### src/rtl/osr_rx_pkg.sv
package osr_rx_pkg;

  typedef enum logic [2:0] {
    ST_IDLE,
    ST_START,
    ST_DATA,
    ST_PAR,
    ST_STOP,
    ST_HOLD
  } rx_state_e;

  typedef struct packed {
    logic [7:0] data;
    logic       perr;
    logic       ferr;
    logic       brk;
  } rx_entry_t;

  function automatic int trig_level(input logic [1:0] sel);
    case (sel)
      2'b00:   return 1;
      2'b01:   return 4;
      2'b10:   return 8;
      default: return 14;
    endcase
  endfunction

  function automatic logic has_tag(input rx_entry_t e);
    return e.perr | e.ferr | e.brk;
  endfunction

endpackage

### src/rtl/osr_rx_sampler.sv
module osr_rx_sampler
  import osr_rx_pkg::*;
#(
  parameter int OVS = 16
) (
  input  logic      clk_i,
  input  logic      rst_ni,
  input  logic      tick_i,
  input  logic      rxd_i,
  input  logic [1:0] len_i,
  input  logic      par_en_i,
  input  logic      par_even_i,
  input  logic      par_stick_i,
  output logic      push_o,
  output rx_entry_t entry_o
);

  localparam int CW   = $clog2(OVS);
  localparam int HALF = OVS / 2;

  rx_state_e      state_q;
  logic [CW-1:0]  cnt_q;
  logic [2:0]     idx_q;
  logic [7:0]     data_q;
  logic           par_q;
  logic           seen_one_q;

  logic mid_cnt, half_cnt, last_bit, exp_par, brk_now;

  assign mid_cnt  = (cnt_q == CW'(OVS - 1));
  assign half_cnt = (cnt_q == CW'(HALF - 1));
  assign last_bit = (idx_q == ({1'b0, len_i} + 3'd4));
  // data_q is cleared at frame start, so unused upper bits are zero
  assign exp_par  = par_stick_i ? ~par_even_i : (par_even_i ? ^data_q : ~(^data_q));
  assign brk_now  = ~seen_one_q & ~rxd_i;

  assign push_o        = tick_i && (state_q == ST_STOP) && mid_cnt;
  assign entry_o.data  = data_q;
  assign entry_o.perr  = par_en_i & (par_q != exp_par);
  assign entry_o.ferr  = ~rxd_i;
  assign entry_o.brk   = brk_now;

  always_ff @(posedge clk_i or negedge rst_ni) begin
    if (!rst_ni) begin
      state_q    <= ST_IDLE;
      cnt_q      <= '0;
      idx_q      <= '0;
      data_q     <= '0;
      par_q      <= 1'b0;
      seen_one_q <= 1'b0;
    end else if (tick_i) begin
      case (state_q)
        ST_IDLE: begin
          if (!rxd_i) begin
            state_q <= ST_START;
            cnt_q   <= '0;
          end
        end
        ST_START: begin
          if (half_cnt) begin
            cnt_q <= '0;
            if (rxd_i) begin
              state_q <= ST_IDLE;
            end else begin
              state_q    <= ST_DATA;
              idx_q      <= '0;
              data_q     <= '0;
              par_q      <= 1'b0;
              seen_one_q <= 1'b0;
            end
          end else begin
            cnt_q <= cnt_q + 1'b1;
          end
        end
        ST_DATA: begin
          if (mid_cnt) begin
            cnt_q         <= '0;
            data_q[idx_q] <= rxd_i;
            seen_one_q    <= seen_one_q | rxd_i;
            if (last_bit) state_q <= par_en_i ? ST_PAR : ST_STOP;
            else          idx_q   <= idx_q + 3'd1;
          end else begin
            cnt_q <= cnt_q + 1'b1;
          end
        end
        ST_PAR: begin
          if (mid_cnt) begin
            cnt_q      <= '0;
            par_q      <= rxd_i;
            seen_one_q <= seen_one_q | rxd_i;
            state_q    <= ST_STOP;
          end else begin
            cnt_q <= cnt_q + 1'b1;
          end
        end
        ST_STOP: begin
          if (mid_cnt) begin
            cnt_q   <= '0;
            state_q <= brk_now ? ST_HOLD : ST_IDLE;
          end else begin
            cnt_q <= cnt_q + 1'b1;
          end
        end
        ST_HOLD: begin
          if (rxd_i) state_q <= ST_IDLE;
        end
        default: state_q <= ST_IDLE;
      endcase
    end
  end

  assert_start_confirmed_low_R1 : assert property (@(posedge clk_i) disable iff (!rst_ni)
    (state_q == ST_DATA && $past(state_q) == ST_START) |-> !$past(rxd_i));

  assert_hold_until_high_R5 : assert property (@(posedge clk_i) disable iff (!rst_ni)
    ($past(state_q) == ST_HOLD && state_q != ST_HOLD) |-> $past(rxd_i));

  assert_break_zero_data_R5 : assert property (@(posedge clk_i) disable iff (!rst_ni)
    (push_o && entry_o.brk) |-> (entry_o.data == 8'h00 && entry_o.ferr));

endmodule

### src/rtl/osr_rx_fifo.sv
module osr_rx_fifo
  import osr_rx_pkg::*;
#(
  parameter int DEPTH = 16,
  parameter int CW    = $clog2(DEPTH + 1)
) (
  input  logic          clk_i,
  input  logic          rst_ni,
  input  logic          push_i,
  input  rx_entry_t     entry_i,
  input  logic          pop_i,
  output rx_entry_t     head_o,
  output logic [CW-1:0] count_o,
  output logic          data_ready_o,
  output logic          ovr_o,
  output logic          err_o
);

  localparam int AW = (DEPTH > 1) ? $clog2(DEPTH) : 1;

  rx_entry_t      mem_q [DEPTH];
  logic [AW-1:0]  wr_ptr_q, rd_ptr_q;
  logic [CW-1:0]  count_q, err_cnt_q;
  logic           full, empty, do_push, do_pop;

  assign full    = (count_q == CW'(DEPTH));
  assign empty   = (count_q == '0);
  assign do_pop  = pop_i & ~empty;
  assign do_push = push_i & (~full | do_pop);

  assign head_o       = mem_q[rd_ptr_q];
  assign count_o      = count_q;
  assign data_ready_o = ~empty;
  assign ovr_o        = push_i & full & ~do_pop;
  assign err_o        = (err_cnt_q != '0);

  function automatic logic [AW-1:0] ptr_inc(input logic [AW-1:0] p);
    return (p == AW'(DEPTH - 1)) ? '0 : p + 1'b1;
  endfunction

  always_ff @(posedge clk_i) begin
    if (do_push) mem_q[wr_ptr_q] <= entry_i;
  end

  always_ff @(posedge clk_i or negedge rst_ni) begin
    if (!rst_ni) begin
      wr_ptr_q  <= '0;
      rd_ptr_q  <= '0;
      count_q   <= '0;
      err_cnt_q <= '0;
    end else begin
      if (do_push) wr_ptr_q <= ptr_inc(wr_ptr_q);
      if (do_pop)  rd_ptr_q <= ptr_inc(rd_ptr_q);
      count_q   <= count_q + CW'(do_push) - CW'(do_pop);
      err_cnt_q <= err_cnt_q + CW'(do_push & has_tag(entry_i))
                             - CW'(do_pop & has_tag(head_o));
    end
  end

  assert_count_bound_R6 : assert property (@(posedge clk_i) disable iff (!rst_ni)
    count_q <= CW'(DEPTH));

  assert_drop_keeps_full_R8 : assert property (@(posedge clk_i) disable iff (!rst_ni)
    ovr_o |=> (count_q == CW'(DEPTH)));

  assert_empty_after_last_pop_R7 : assert property (@(posedge clk_i) disable iff (!rst_ni)
    (pop_i && count_q == CW'(1) && !push_i) |=> !data_ready_o);

  assert_err_needs_entry_R9 : assert property (@(posedge clk_i) disable iff (!rst_ni)
    err_o |-> data_ready_o);

endmodule

### src/rtl/osr_rx_trig.sv
module osr_rx_trig
  import osr_rx_pkg::*;
#(
  parameter int DEPTH = 16,
  parameter int CW    = $clog2(DEPTH + 1)
) (
  input  logic [1:0]    sel_i,
  input  logic [CW-1:0] count_i,
  output logic          trig_o
);

  logic [CW-1:0] thr;

  always_comb thr = CW'(trig_level(sel_i));

  assign trig_o = (count_i >= thr);

endmodule

### src/rtl/osr_rx.sv
module osr_rx
  import osr_rx_pkg::*;
#(
  parameter int OVS   = 16,
  parameter int DEPTH = 16
) (
  input  logic       clk_i,
  input  logic       rst_ni,
  input  logic       tick16_i,
  input  logic       rxd_i,
  input  logic [1:0] len_i,
  input  logic       par_en_i,
  input  logic       par_even_i,
  input  logic       par_stick_i,
  input  logic [1:0] trig_sel_i,
  input  logic       pop_i,
  output logic [7:0] rx_data_o,
  output logic       perr_o,
  output logic       ferr_o,
  output logic       brk_o,
  output logic       data_ready_o,
  output logic       overrun_o,
  output logic       fifo_err_o,
  output logic       trig_o
);

  localparam int CW = $clog2(DEPTH + 1);

  logic          push;
  rx_entry_t     entry, head;
  logic [CW-1:0] count;

  osr_rx_sampler #(.OVS(OVS)) u_sampler (
    .clk_i      (clk_i),
    .rst_ni     (rst_ni),
    .tick_i     (tick16_i),
    .rxd_i      (rxd_i),
    .len_i      (len_i),
    .par_en_i   (par_en_i),
    .par_even_i (par_even_i),
    .par_stick_i(par_stick_i),
    .push_o     (push),
    .entry_o    (entry)
  );

  osr_rx_fifo #(.DEPTH(DEPTH), .CW(CW)) u_fifo (
    .clk_i       (clk_i),
    .rst_ni      (rst_ni),
    .push_i      (push),
    .entry_i     (entry),
    .pop_i       (pop_i),
    .head_o      (head),
    .count_o     (count),
    .data_ready_o(data_ready_o),
    .ovr_o       (overrun_o),
    .err_o       (fifo_err_o)
  );

  osr_rx_trig #(.DEPTH(DEPTH), .CW(CW)) u_trig (
    .sel_i  (trig_sel_i),
    .count_i(count),
    .trig_o (trig_o)
  );

  assign rx_data_o = head.data;
  assign perr_o    = head.perr;
  assign ferr_o    = head.ferr;
  assign brk_o     = head.brk;

  assert_trig_needs_data_R10 : assert property (@(posedge clk_i) disable iff (!rst_ni)
    trig_o |-> data_ready_o);

endmodule

### config.mk
export PLATFORM = sky130hd
export DESIGN_NAME = osr_rx
export DESIGN_NICKNAME = d
export VERILOG_FILES = /design/src/rtl/osr_rx_pkg.sv /design/src/rtl/osr_rx_sampler.sv /design/src/rtl/osr_rx_fifo.sv /design/src/rtl/osr_rx_trig.sv /design/src/rtl/osr_rx.sv
export SDC_FILE = /design/constraint.sdc
export NUM_CORES = 1
export LEC_CHECK = 0
export BUFFER_PORTS_ARGS = -buffer_cell sky130_fd_sc_hd__buf_2
export CORE_MARGIN = 2
export CORE_UTILIZATION = 45
export CTS_CLUSTER_DIAMETER = 100
export CTS_CLUSTER_SIZE = 24
export DETAILED_ROUTE_END_ITERATION = 6
export PLACE_DENSITY = 0.7
export SLEW_MARGIN = 10
export SYNTH_ARGS = -nofsm -noshare
export SYNTH_HDL_FRONTEND = slang
export SYNTH_HIERARCHICAL = 1
export SYNTH_SLANG_ARGS = --single-unit
### constraint.sdc
create_clock -name clk_i -period 3.7 [get_ports clk_i]
set_clock_uncertainty 0.15 [all_clocks]
set_input_delay 0.37 -clock clk_i [delete_from_list [all_inputs] [get_ports clk_i]]
set_output_delay 0.37 -clock clk_i [all_outputs]
set_load 0.005 [all_outputs]
# Word-level counts from Yosys, hierarchy flattened
# Memory sizes are Yosys's and may differ from the RTL's.
# Index checks and enable logic that the tools add are counted.
# W data, S select, Z words.
# word_totals
regBits	38
mem_bits_rw	176
inputBits	12
elab_cells	128
n_memories	1
# classes
addsub	9
n_lt_le_gt_ge	3
eq_ne	24
mux	40
bitwise	21
n_reduce_logical	20
# memory_table
memory	depth	width	read_ports	rd_ports_with_merged_regs	wr	line_no	rtl
u_fifo.mem_q	16	11	1	0	1	osr_rx_fifo.sv:21	rx_entry_t mem_q [DEPTH];
# ops
cell	n
$mux W3	13
$mux W8	3
$pmux W4 S3	2
$mux W4	5
$pmux W3 S6	1
$pmux W8 S2	1
$reduce_and A5 Y1	3
$add A4 B1 Y4 const B	3
$eq A4 B4 Y1 const B	3
$ne A2 B1 Y1 const B	6
$mux W1	9
$and A1 B1 Y1	8
$bwmux W8	1
$ne A2 B2 Y1 const B	4
$reduce_and A8 Y1	1
$reduce_xor A8 Y1	1
$not A1 Y1	7
$eq A3 B2 Y1 const B	2
$eq A3 B3 Y1 const B	2
$or A1 B1 Y1	6
$pmux W3 S2	1
$reduce_and A6 Y1	1
$reduce_bool A2 Y1	3
$add A5 B1 Y5	1
other kinds (27)	30

# Depth between registers and ports, before layout
# Gate-level depths: netlist of the first run.
# logic_depth
word_depth	11
depth_mapped	17
depth_no_buf	16

# Hierarchy
# Netlist of the first run, hierarchy kept.
# by_module_without_submodules
module	n_inst	cells_per_inst	area_per_inst_um2	seq_area_each_um2
osr_rx_fifo	1	391	7970.1	5735.5
osr_rx_sampler	1	155	1327.5	500.5
osr_rx_trig	1	15	115.1	0.0

# Least setup slack after synthesis of the first run
# Ideal clock, no wire load.
# synth_path
path_type	register to register
start	register u_sampler.data_q[7]
end	register u_fifo.err_cnt_q[4]
setup_time_ns	0.125
arrival_time_ns	3.253
slack_ns	0.172
path_stages_with_launch	17
cell_sequence	dfrtp_1 xor2_1 xnor2_1 xnor2_1 or3_1 a21oi_1 o31ai_1 ha_1 inv_1 ha_1 inv_1 fa_1 inv_1 a21oi_1 nor2_1 nor2_1 xnor2_1
# synth_lines
element	line_no	rtl
start, declared	osr_rx_sampler.sv:24	logic [7:0] data_q;
start signal, assigned by index	osr_rx_sampler.sv:78	data_q[idx_q] <= rxd_i;
end signal, assigned	osr_rx_fifo.sv:55	err_cnt_q <= err_cnt_q + CW'(do_push & has_tag(entry_i))
end, declared	osr_rx_fifo.sv:23	logic [CW-1:0] count_q, err_cnt_q;

# Worst setup path after layout of the first run
# layout_path
start	register u_fifo.rd_ptr_q[0]
end	register u_fifo.err_cnt_q[4]
# layout_via
elab_chain_cells	5
# layout_lines
element	line_no	rtl
start, declared	osr_rx_fifo.sv:22	logic [AW-1:0] wr_ptr_q, rd_ptr_q;
start signal, assigned	osr_rx_fifo.sv:53	if (do_pop) rd_ptr_q <= ptr_inc(rd_ptr_q);
$mem_v2 Z16 W11 *	n/a	
$or A1 B1 Y1	osr_rx_pkg.sv:29	return e.perr | e.ferr | e.brk;
$or A1 B1 Y1 *	osr_rx_pkg.sv:29	
$and A1 B1 Y1 *	osr_rx_fifo.sv:56	- CW'(do_pop & has_tag(head_o));
$sub A5 B5 Y5 *	osr_rx_fifo.sv:56	
# Mark *: on every way between the ends. The rest lies on a longest branch, timed or not.
# A chain may end at the register's enable or synchronous reset.

==> results of run 1 <==
[worst min-delay path by stage]
stage                                      to  slack, ns  cells after the start
2_1_floorplan     u_fifo/count_o[0]$_DFF_PN0_      -0.08                      0
3_3_place_gp    u_fifo/err_cnt_q[0]$_DFF_PN0_       0.35                      1
3_5_place_dp    u_fifo/err_cnt_q[0]$_DFF_PN0_       0.36                      1
4_1_cts        u_sampler/cnt_q[2]$_DFFE_PN0P_       0.07                      3
5_1_grt        u_sampler/cnt_q[2]$_DFFE_PN0P_       0.10                      3
6_report       u_sampler/cnt_q[2]$_DFFE_PN0P_       0.08                      3
[through the flow]
step	hold WS, ns	cell area (µm²)	worst slack, ns	utilization (%)	std cells
after floorplan	-0.0756	9410	0.172	-	561
after global placement	0.348	10000	0.302	49.2	869
after detailed placement	0.361	10000	0.135	49.2	869
after CTS	0.0693	10400	0.124	51.2	892
after global routing	0.103	10500	-0.00779	51.4	897
final	0.0811	10500	0.211	51.4	897
[registers in the layout (all words and copies together) (netlist names), 3 cells and up]
name / cells
u_fifo/wr_ptr_q: 4
u_fifo/count_o: 5
u_fifo/mem_q: 176
u_sampler/idx_q: 3
u_sampler/data_q: 8
u_sampler/state_q: 3
u_fifo/err_cnt_q: 5
u_sampler/cnt_q: 4
u_fifo/rd_ptr_q: 4
[cell type report]
type / count / area (µm²)
fill: 1642 / 9900
sequential: 214 / 6240
multi-input combinational: 291 / 2920
timing repair buffer: 70 / 463
clock buffer: 19 / 348
tap: 270 / 338
inverter: 30 / 113
clock inverter: 3 / 40.0
[worst register-to-register path, cell delays in order (launching register included)]
cell      delay [ns]
dfrtp_2         0.46
buf_4           0.15
mux4_1          0.54
nor2b_1         0.15
a31oi_1         0.14
o211ai_1        0.11
o31a_1          0.29
ha_1            0.29
inv_1           0.05
ha_1            0.16
inv_1           0.07
fa_1            0.40
inv_1           0.08
a21oi_1         0.06
nor2_1          0.11
nor2_1          0.06
xnor2_1         0.12
[report_power, final]
part	total, W	internal, W	switching (W)
clock	0.00147	0.000686	0.000781
sequential	0.00315	0.00288	0.000268
combinational	0.00236	0.00120	0.00116
total	0.00698	0.00477	0.00221
[timing repair]
item	4_1_cts	5_1_grt
endpoints found under the hold margin	38	0
hold buffers	1	0
gates resized for setup	0	1
endpoints found under the setup margin	0	1
setup buffers	0	5
[logic make-up (layout without fill, tap and decap cells)]
logic type	Yosys count	in the layout	share of synthesized area [%]
AO/OA/AOI/OAI	80	80	5.48
XOR/XNOR	20	20	1.86
adder cells (fa/ha/maj)	25	25	3.48
buffers and inverters	56	122	2.96
flip-flops	214	214	66.3
multiplexers	60	60	14.2
AND/OR/NAND/NOR	106	106	5.78
[cells in the mapped netlist (10+ instances only)]
master and count:
inv_1 30, edfxtp_1 176, mux4_1 25, a31oi_1 11
nor2_1 29, a21oi_1 14, dfrtp_1 38, xnor2_1 16
nand3_1 10, ha_1 23, o21ai_0 26, nand2_1 22
mux4_2 26
[per-layer routing]
layer | share of wire (%) | GRT usage [%] | up-vias
li1 | - | - | 2314
met4 | 1.4 | 3.43 | 0
met2 | 52 | 30.3 | 90
met1 | 43 | 23.9 | 2609
met3 | 3.7 | 2.55 | 23
met5 | 0 | 0 | -
[cells in the final DEF (no fill, tap or decap), drive strengths merged, types with 2 or more instances in the layout]
| cell | count |
|---|---|
| edfxtp | 176 |
| buf | 69 |
| mux4 | 51 |
| dfrtp | 38 |
| inv | 33 |
| nor2 | 30 |
| o21ai | 28 |
| ha | 23 |
| nand2 | 22 |
| clkbuf | 19 |
| xnor2 | 16 |
| a21oi | 15 |
| a31oi | 11 |
| nand3 | 10 |
| nand2b | 9 |
| nor3 | 8 |
| mux2i | 7 |
| o31ai | 6 |
| a21o | 5 |
| nor2b | 4 |
| xor2 | 4 |
| and2 | 4 |
| or3 | 4 |
| a211oi | 4 |
| nand4 | 3 |
| nand3b | 2 |
| mux2 | 2 |
| fa | 2 |
| and3 | 2 |
| a2111oi | 2 |
| nor3b | 2 |
==> summary.txt, run 1 <==
Status
  – Status: completed

Global route
  – GRT overflow: 0
  – Tot GR Track Use: 17.5%
  – Initial antenna violation count: 0
  – Largest net degree at the start of global routing: 39
  – First-pass GRT wire length: 29400 µm
  – Number of global-route vias before repair: 5272

Setup path
  – Critical path, cell by cell: buf_4, mux4_1, nor2b_1, a31oi_1, o211ai_1, o31a_1, ha_1, inv_1, ha_1, inv_1, fa_1, inv_1, a21oi_1, nor2_1, nor2_1, xnor2_1
  – Top Family by Delay on Critical Path: adder cells
  – Worst r2r dst: u_fifo/err_cnt_q[4]$_DFF_PN0_
  – WS Path Type: flip-flop to flip-flop
  – Crit-path max cell delay: 0.54 ns
  – CP bufs+invs: 4
  – CP Max Fanout: 7
  – Reg-to-Reg Start: u_fifo/rd_ptr_q[0]$_DFFE_PN0N_
  – Worst setup path endpoint: u_fifo/err_cnt_q[4]$_DFF_PN0_
  – Critical Path RT: 3.91 ns
  – Crit end category: flip-flop
  – Startpoint types: flip-flop
  – Top cell by count, worst path: inv_1
  – Setup slack, reg-to-reg: 0.21 ns
  – Critical Path AT: 3.70 ns
  – Critical path startpoint: u_fifo/rd_ptr_q[0]$_DFFE_PN0N_
  – Slowest CP cell: mux4_1
  – Levels on crit path: 16
  – FF-to-FF path depth: 16

Timing
  – Final setup viols: 0
  – Fin Setup TNS: 0 ns
  – Period utilization: 94.3%
  – Rel. slew slack: 24.5%
  – Hold Fails Final Rpt: 0
  – Final Slew Violations: 0
  – Tmin final: 3.49 ns
  – Max Clk Rate: 0.287 GHz
  – Least-Margin Pin Slew: 1.13 ns

Job
  – Maxcap violations: 0

Synth
  – Yosys warnings: 6
  – Number of synthesized register bits: 214
  – Asr flop ratio synth: 17.8%
  – Mapped Avg Cell Area: 16.8 µm²
  – Netlist cell types: 59
  – Area contributors post-synth: edfxtp_1 56%, dfrtp_1 10%, mux4_1 7.0%, mux4_2 6.2%, ha_1 3.1%
  – Most used DFF post-synth: edfxtp_1
  – Register area share after synthesis: 66.3%
  – EDFF count, synth: 176
  – Area leader, netlist: edfxtp_1
  – Post-Syn Nets: 598
  – Synth top area share: 56.1%
  – Mapped Cells: 561
  – Netlist Area Pre-Place: 9410 µm²

Detailed routing
  – Iteration-0 DRC Markers: 498
  – Final antenna-violating net count: 0
  – Number of remaining DRC errors: 0
  – Initial DRT Pass Iterations: 5
  – Final WL: 18500 µm
  – Vias per inst: 5.61
  – DR vias: 5036
  – Routed len/inst: 20.6 µm

Clock tree
  – TritonCTS clock tree: done
  – Clock transition at the registers of the reported paths: 0.10 ns
  – CTS buffer count: 13
  – Clock Tree Root: clkbuf_16
  – Sink Count: 214
  – Htree depth: 1
  – Clock buffer depth: 3
  – Worst skew pair latency: 0.48 ns

Worst hold path
  – HP Start: tick16_i
  – Worst Hold Class: input port to flip-flop

Finish
  – # diodes: 0
  – Final layout net count: 657
  – Layout cells sized above 1: 20.3%
  – Area Overhead vs Synth: 11.1%

Floorplanning
  – Ports: 27
  – Starting Density: 46.2%
  – Die width: 149 µm
  – # rows: 52
  – DIE AREA: 22100 µm²
  – Core outline area: 20400 µm²
  – Chip height: 149 µm

Pwr
  – VDD IR-drop max: 0.269 mV
  – Power Total: 0.00698 W
  – Pwr per Cell Area: 668 nW/µm²
  – Lkg Pwr: 3.94 nW

Placed design
  – Dpl hpwl: 12200 µm
  – # port buffers: 26
  – RD Place Congestion: 0.850
No activity file was read; power rests on OpenSTA's default activity.
==> run 2: changes to the inputs <==
--- a/config.mk
+++ b/config.mk
@@ -7,11 +7,11 @@
 export LEC_CHECK = 0
 export BUFFER_PORTS_ARGS = -buffer_cell sky130_fd_sc_hd__buf_2
 export CORE_MARGIN = 2
-export CORE_UTILIZATION = 45
+export CORE_UTILIZATION = 50
 export CTS_CLUSTER_DIAMETER = 100
 export CTS_CLUSTER_SIZE = 24
 export DETAILED_ROUTE_END_ITERATION = 6
-export PLACE_DENSITY = 0.7
+export PLACE_DENSITY = 0.76
 export SLEW_MARGIN = 10
 export SYNTH_ARGS = -nofsm -noshare
 export SYNTH_HDL_FRONTEND = slang
==> run 2 against run 1 <==
Sequential share of layout area grew 0.50 points. Hold slack better by 0.010 ns. Cell area shrank 0.87%. Routed wire length shrank 2.2%. Clock power shrank 8%. Critical path depth fell by 1. Power is 2.1% lower. Count of clock-buffer cells in the layout did not move. Setup slack improved by 0.065 ns. Fmax up 1.9%. Critical path type unchanged. Highest routed layer unchanged.
==> summary.txt, run 2 (synthesis results as in run 1) <==
Timing
  – Final setup viols: 0 (unchanged)
  – Period utilization: 92.5% (-1.8 points)
  – Max Clk Rate: 0.292 GHz (+1.9%)
  – RSZ-0062 raised after global routing: no
  – Fin Setup TNS: 0 ns (unchanged)
  – Final Slew Violations: 0 (unchanged)
  – Hold Fails Final Rpt: 0 (unchanged)
  – Rel. slew slack: 32.4% (+7.9 points)
  – Tmin final: 3.42 ns (-0.0648 ns)
  – WHS: 0.0912 ns (+0.0101 ns)
  – Least-Margin Pin Slew: 1.01 ns (-0.119 ns)

Clock tree
  – Clock Tree Root: clkbuf_16
  – Resized cells post-CTS: 0 (unchanged)
  – TritonCTS clock tree: done
  – Sink Count: 214 (unchanged)
  – Htree depth: 1 (unchanged)
  – Clock transition at the registers of the reported paths: 0.10 ns (about the same)
  – Worst skew pair latency: 0.45 ns (-0.03 ns)
  – CTS buffer count: 12 (-1)
  – Clock buffer depth: 3 (unchanged)

Detailed routing
  – Routed len/inst: 21.0 µm (+2.2%)
  – DR vias: 5052 (+0.32%)
  – Number of remaining DRC errors: 0 (unchanged)
  – Final antenna-violating net count: 0 (unchanged)
  – Initial DRT Pass Iterations: 4 (-1)
  – Iteration-0 DRC Markers: 395 (-21%)
  – Vias per inst: 5.89 (+4.9%)
  – Final WL: 18100 µm (-2.2%)

Finish
  – Commonest non-fill, non-tap cells in the layout: 176 x edfxtp_1, 42 x buf_4, 36 x dfrtp_1
  – Top reg by flops: u_fifo/mem_q
  – # diodes: 0 (unchanged)
  – Layout fillers: 1386 (-16%)
  – Flip-flop count of the largest register after layout: 176 (unchanged)
  – Final layout net count: 655 (-0.30%)
  – Largest regs: u_fifo/mem_q x176, u_sampler/data_q x8
  – Area Overhead vs Synth: 10.2%
  – Fin util: 55.8% (+4.4 points)
  – Commonest non-fill, non-tap cell in the layout: edfxtp_1
  – Layout cells sized above 1: 19.7% (-0.54 points)

Floorplanning
  – Ports: 27 (unchanged)
  – Chip height: 141 µm (-5.0%)
  – DIE AREA: 19900 µm² (-9.7%)
  – Starting Density: 50.7% (+4.4 points)
  – # rows: 50 (-3.8%)
  – Die width: 141 µm (-5.0%)
  – Core outline area: 18600 µm² (-8.8%)

Setup path
  – Critical path, cell by cell: buf_4, mux4_2, a211oi_1, a21oi_1, o31a_1, ha_1, inv_1, ha_1, inv_1, fa_1, inv_1, a21oi_1, nor2_1, nor2_1, xnor2_1
  – Crit end category: flip-flop
  – Top cell by count, worst path: inv_1
  – Startpoint types: flip-flop
  – CP Max Fanout: 9 (+2)
  – Critical Path RT: 3.89 ns (-0.02 ns)
  – Slowest CP cell: mux4_2
  – Critical Path AT: 3.62 ns (-0.08 ns)
  – FF-to-FF path depth: 15 (-1)
  – Crit-path max cell delay: 0.50 ns (-0.04 ns)
  – WS Path Type: flip-flop to flip-flop

Global route
  – Tot GR Track Use: 18.6% (+1.1 points)
  – First-pass GRT wire length: 28400 µm (-3.2%)
  – GRT overflow: 0 (unchanged)
  – Number of global-route vias before repair: 5144 (-2.4%)
  – Initial antenna violation count: 0 (unchanged)
  – Largest net degree at the start of global routing: 39 (unchanged)

Status
  – Status: completed

Worst hold path
  – Worst Hold Class: input port to flip-flop
  – Hold Path Cell Cnt: 3 (unchanged)

Pwr
  – Power Total: 0.00684 W (-2.1%)
  – Lkg Pwr: 3.92 nW (-0.58%)
  – Pwr per Cell Area: 659 nW/µm² (-1.2%)
  – VDD IR-drop max: 0.338 mV (+26%)

Job
  – Maxcap violations: 0 (unchanged)

Placed design
  – Dpl hpwl: 12400 µm (+1.5%)
  – RD Place Congestion: 0.821 (-3.4%)
  – # port buffers: 26 (unchanged)
[run 2: final timing paths]
| check | startpoint | to | slack [ns] |
|---|---|---|---|
| setup / recovery | u_fifo/rd_ptr_q[0]$_DFFE_PN0N_ | u_fifo/err_cnt_q[4]$_DFF_PN0_ | 0.28 |
| hold / removal | tick16_i | u_sampler/cnt_q[2]$_DFFE_PN0P_ | 0.09 |
| setup reg to reg | u_fifo/rd_ptr_q[0]$_DFFE_PN0N_ | u_fifo/err_cnt_q[4]$_DFF_PN0_ | 0.28 |
| hold reg to reg | u_sampler/cnt_q[1]$_DFFE_PN0P_ | u_sampler/cnt_q[1]$_DFFE_PN0P_ | 0.38 |
| max in group asynchronous | rst_ni | u_fifo/rd_ptr_q[1]$_DFFE_PN0N_ | 2.37 |
| min in group asynchronous | rst_ni | u_fifo/count_o[3]$_DFF_PN0_ | 0.42 |
[run 2: final cells by class]
class	count	area [µm²]	area share, %
repair buffers	69	455	4.39
multi-input cells	291	2920	28.1
flip-flops and latches	214	6240	60.2
clock inverters	1	3.75	0.0362
clock buffers	19	348	3.35
inverters	30	113	1.09
well taps	234	293	2.82
[run 2: stage by stage]
stage               setup WS [ns]  instance area [µm²]  instances
floorplan                   0.172                 9410        561
global placement            0.270                 9990        835
detailed placement          0.214                 9990        835
CTS                         0.199                10400        856
global route               0.0603                10400        858
finish                      0.276                10400        858
[run 2: worst max-delay path: cells and delay by family (launching register included)]
kind	cells	cell delay (ns)
AND/OR/NAND/NOR	2	0.14
buffers and inverters	4	0.39
flip-flops	1	0.49
XOR/XNOR	1	0.11
AO/OA/AOI/OAI	4	0.70
multiplexers	1	0.50
adder cells (fa/ha/maj)	3	0.84
[run 2: routing by layer]
metal	global-route usage [%]	wire length, µm	part of all wire, %
met5	0	0	0
met4	3.47	216	1.2
met3	1.66	790	4.4
met2	33.6	9520	53
met1	25.1	7530	42
[run 2: repair_timing]
item,in CTS,in global routing
hold endpoints to repair,38,0
setup buffers,0,2
setup endpoints to repair,0,1
hold buffers,1,0
[run 2: report_power, final]
part / switching, W / leakage (nW) / internal [W]
sequential: 0.000266 / 2.18 / 0.00288
combinational: 0.00115 / 1.57 / 0.00119
clock: 0.000697 / 0.169 / 0.000654
total: 0.00211 / 3.92 / 0.00472
==> run 3: changes to the inputs <==
--- a/config.mk
+++ b/config.mk
@@ -11,6 +11,7 @@
 export CTS_CLUSTER_DIAMETER = 100
 export CTS_CLUSTER_SIZE = 24
 export DETAILED_ROUTE_END_ITERATION = 6
+export MAX_ROUTING_LAYER = met4
 export PLACE_DENSITY = 0.76
 export SLEW_MARGIN = 10
 export SYNTH_ARGS = -nofsm -noshare
==> run 3 against run 2 <==
Fmax about the same. Hold slack got worse by 0.0013 ns. Critical path depth stayed put. Utilization stayed put. Die area unchanged.
==> summary.txt, run 3 (synthesis results as in run 1) <==
Global route
  – Tot GR Track Use: 19.2% (+0.59 points)
  – First-pass GRT wire length: 28400 µm (unchanged)
  – Initial antenna violation count: 0 (unchanged)
  – Number of global-route vias before repair: 5138 (-0.12%)
  – GRT overflow: 0 (unchanged)
  – Largest net degree at the start of global routing: 39 (unchanged)

Floorplanning
  – Starting Density: 50.7% (unchanged)
  – Chip height: 141 µm (unchanged)
  – Core outline area: 18600 µm² (unchanged)
  – # rows: 50 (unchanged)
  – Ports: 27 (unchanged)
  – Die width: 141 µm (unchanged)
  – DIE AREA: 19900 µm² (unchanged)

Setup path
  – Crit end category: flip-flop
  – CP bufs+invs: 4 (unchanged)
  – Top cell by count, worst path: inv_1
  – Startpoint types: flip-flop
  – Crit-path max cell delay: 0.50 ns (about the same)
  – Critical path, cell by cell: buf_4, mux4_2, a211oi_1, a21oi_1, o31a_1, ha_1, inv_1, ha_1, inv_1, fa_1, inv_1, a21oi_1, nor2_1, nor2_1, xnor2_1
  – WS Path Type: flip-flop to flip-flop
  – Slowest CP cell: mux4_2
  – FF-to-FF path depth: 15 (unchanged)
  – Top Family by Delay on Critical Path: adder cells
  – Critical Path AT: 3.62 ns (about the same)
  – Critical Path RT: 3.89 ns (about the same)
  – Worst r2r dst: u_fifo/err_cnt_q[4]$_DFF_PN0_
  – Setup slack, reg-to-reg: 0.28 ns (about the same)
  – Reg-to-Reg Start: u_fifo/rd_ptr_q[0]$_DFFE_PN0N_
  – CP Max Fanout: 9 (unchanged)

Timing
  – Hold Fails Final Rpt: 0 (unchanged)
  – RSZ-0062 raised after global routing: no
  – Rel. slew slack: 31.7% (-0.70 points)
  – Period utilization: 92.6% (about the same)
  – Final setup viols: 0 (unchanged)
  – Final Slew Violations: 0 (unchanged)
  – Tmin final: 3.42 ns (+0.000647 ns)
  – Max Clk Rate: 0.292 GHz (about the same)
  – Least-Margin Pin Slew: 1.02 ns (+0.0105 ns)
  – Fin Setup TNS: 0 ns (unchanged)

Detailed routing
  – Final WL: 18000 µm (-0.37%)
  – Vias per inst: 5.86 (-0.44%)
  – Iteration-0 DRC Markers: 380 (-3.8%)
  – Routed len/inst: 21.0 µm (-0.37%)
  – Final antenna-violating net count: 0 (unchanged)
  – DR vias: 5030 (-0.44%)
  – Number of remaining DRC errors: 0 (unchanged)
  – Initial DRT Pass Iterations: 5 (+1)

Worst hold path
  – HP Start: tick16_i
  – Worst Hold Class: input port to flip-flop
  – Hold Path Cell Cnt: 3 (unchanged)
  – Worst Hold End: u_sampler/cnt_q[2]$_DFFE_PN0P_

Pwr
  – Switching share of total power: 30.8% (-0.061 points)
  – VDD IR-drop max: 0.338 mV (-0.20%)
  – Gate power share: 34.3% (about the same)
  – Internal Pwr Total: 0.00472 W (about the same)
  – Lkg Pwr: 3.92 nW (unchanged)
  – Psw: 0.00211 W (-0.29%)
  – Clock power share: 19.7% (about the same)
  – Sequential power share: 46.1% (about the same)
  – Power Total: 0.00683 W (about the same)
  – Pwr per Cell Area: 659 nW/µm² (about the same)

Clock tree
  – Worst skew pair latency: 0.45 ns (about the same)
  – Clock transition at the registers of the reported paths: 0.09 ns (about the same)
  – Htree depth: 1 (unchanged)
  – TritonCTS clock tree: done
  – Clock Tree Root: clkbuf_16
  – Clock buffer depth: 3 (unchanged)
  – Sink Count: 214 (unchanged)
  – Resized cells post-CTS: 0 (unchanged)
  – CTS buffer count: 12 (unchanged)

Placed design
  – RD Place Congestion: 0.833 (+1.5%)
  – Dpl hpwl: 12400 µm (unchanged)
  – # port buffers: 26 (unchanged)

Finish
  – Flip-flop count of the largest register after layout: 176 (unchanged)
  – Top reg by flops: u_fifo/mem_q
  – Final layout net count: 655 (unchanged)
  – Largest regs: u_fifo/mem_q x176, u_sampler/data_q x8
  – Commonest non-fill, non-tap cell in the layout: edfxtp_1
  – Area Overhead vs Synth: 10.2% (unchanged)
  – # diodes: 0 (unchanged)
  – Layout cells sized above 1: 19.7% (unchanged)
  – Commonest non-fill, non-tap cells in the layout: 176 x edfxtp_1, 42 x buf_4, 36 x dfrtp_1

Status
  – Status: completed

Job
  – Maxcap violations: 0 (unchanged)
==> run 3: cell counts in the layout (fill, tap and decap cells not counted) <==
No cell type changed its count.
==> run 3: worst max path at each step <==
stage / start / endpoint / cells after the start / slack (ns)
floorplan: u_sampler/data_q[7]$_DFFE_PN0P_ / u_fifo/err_cnt_q[4]$_DFF_PN0_ / 16 / 0.17
global placement: u_fifo/rd_ptr_q[0]$_DFFE_PN0N_ / u_fifo/err_cnt_q[4]$_DFF_PN0_ / 15 / 0.27
detailed placement: u_fifo/rd_ptr_q[0]$_DFFE_PN0N_ / u_fifo/err_cnt_q[4]$_DFF_PN0_ / 15 / 0.21
CTS: u_fifo/rd_ptr_q[0]$_DFFE_PN0N_ / u_fifo/err_cnt_q[4]$_DFF_PN0_ / 15 / 0.20
global route: u_fifo/rd_ptr_q[0]$_DFFE_PN0N_ / u_fifo/err_cnt_q[4]$_DFF_PN0_ / 15 / 0.06
finish: u_fifo/rd_ptr_q[0]$_DFFE_PN0N_ / u_fifo/err_cnt_q[4]$_DFF_PN0_ / 15 / 0.28
==> run 3: routing by layer <==
metal | part of all wire [%] | GRT usage, % | up-vias | wire length, µm
met5 | 0 | - | - | 0
met1 | 41 | 25.1 | 2560 | 7400
li1 | - | - | 2316 | -
met2 | 53 | 33.6 | 127 | 9490
met4 | 1.5 | 3.47 | 0 | 276
met3 | 4.6 | 1.66 | 27 | 824
==> run 3: area by class of cell <==
type / instances / area, µm²
fill: 1386 / 8210
clock buffer: 19 / 348
multi-input combinational: 291 / 2920
tap: 234 / 293
clock inverter: 1 / 3.75
inverter: 30 / 113
timing repair buffer: 69 / 455
sequential: 214 / 6240
==> run 3: per-stage QoR <==
stage / setup slack, ns / util [%] / area [µm²] / std cells / hold slack [ns]
floorplan: 0.172 / - / 9410 / 561 / -0.0756
global placement: 0.270 / 53.8 / 9990 / 835 / 0.345
detailed placement: 0.214 / 53.8 / 9990 / 835 / 0.356
CTS: 0.199 / 55.7 / 10400 / 856 / 0.0795
global route: 0.0603 / 55.8 / 10400 / 858 / 0.101
finish: 0.276 / 55.8 / 10400 / 858 / 0.0899
==> run 3: worst register-to-register path, stage by stage, from the launching register on <==
cell and delay (ns):
dfrtp_2 0.49, buf_4 0.21, mux4_2 0.50, a211oi_1 0.25
a21oi_1 0.08, o31a_1 0.31, ha_1 0.29, inv_1 0.06
ha_1 0.15, inv_1 0.05, fa_1 0.40, inv_1 0.07
a21oi_1 0.06, nor2_1 0.09, nor2_1 0.06, xnor2_1 0.11
==> run 3: timing repair <==
action / in CTS / in global routing
hold buffers: 1 / 0
hold endpoints to repair: 38 / 0
setup buffers: 0 / 2
endpoints found under the setup margin: 0 / 1
==> run 3: power by group through the flow <==
stage / Clock, W / Sequential (W) / Combinational (W)
6_report: 0.00134 / 0.00315 / 0.00234
5_1_grt: 0.00148 / 0.00318 / 0.00260
4_1_cts: 0.00139 / 0.00315 / 0.00236
3_5_place_dp: 0 / 0.00320 / 0.00235
3_3_place_gp: 0 / 0.00318 / 0.00225
2_1_floorplan: 0 / 0.00310 / 0.00184
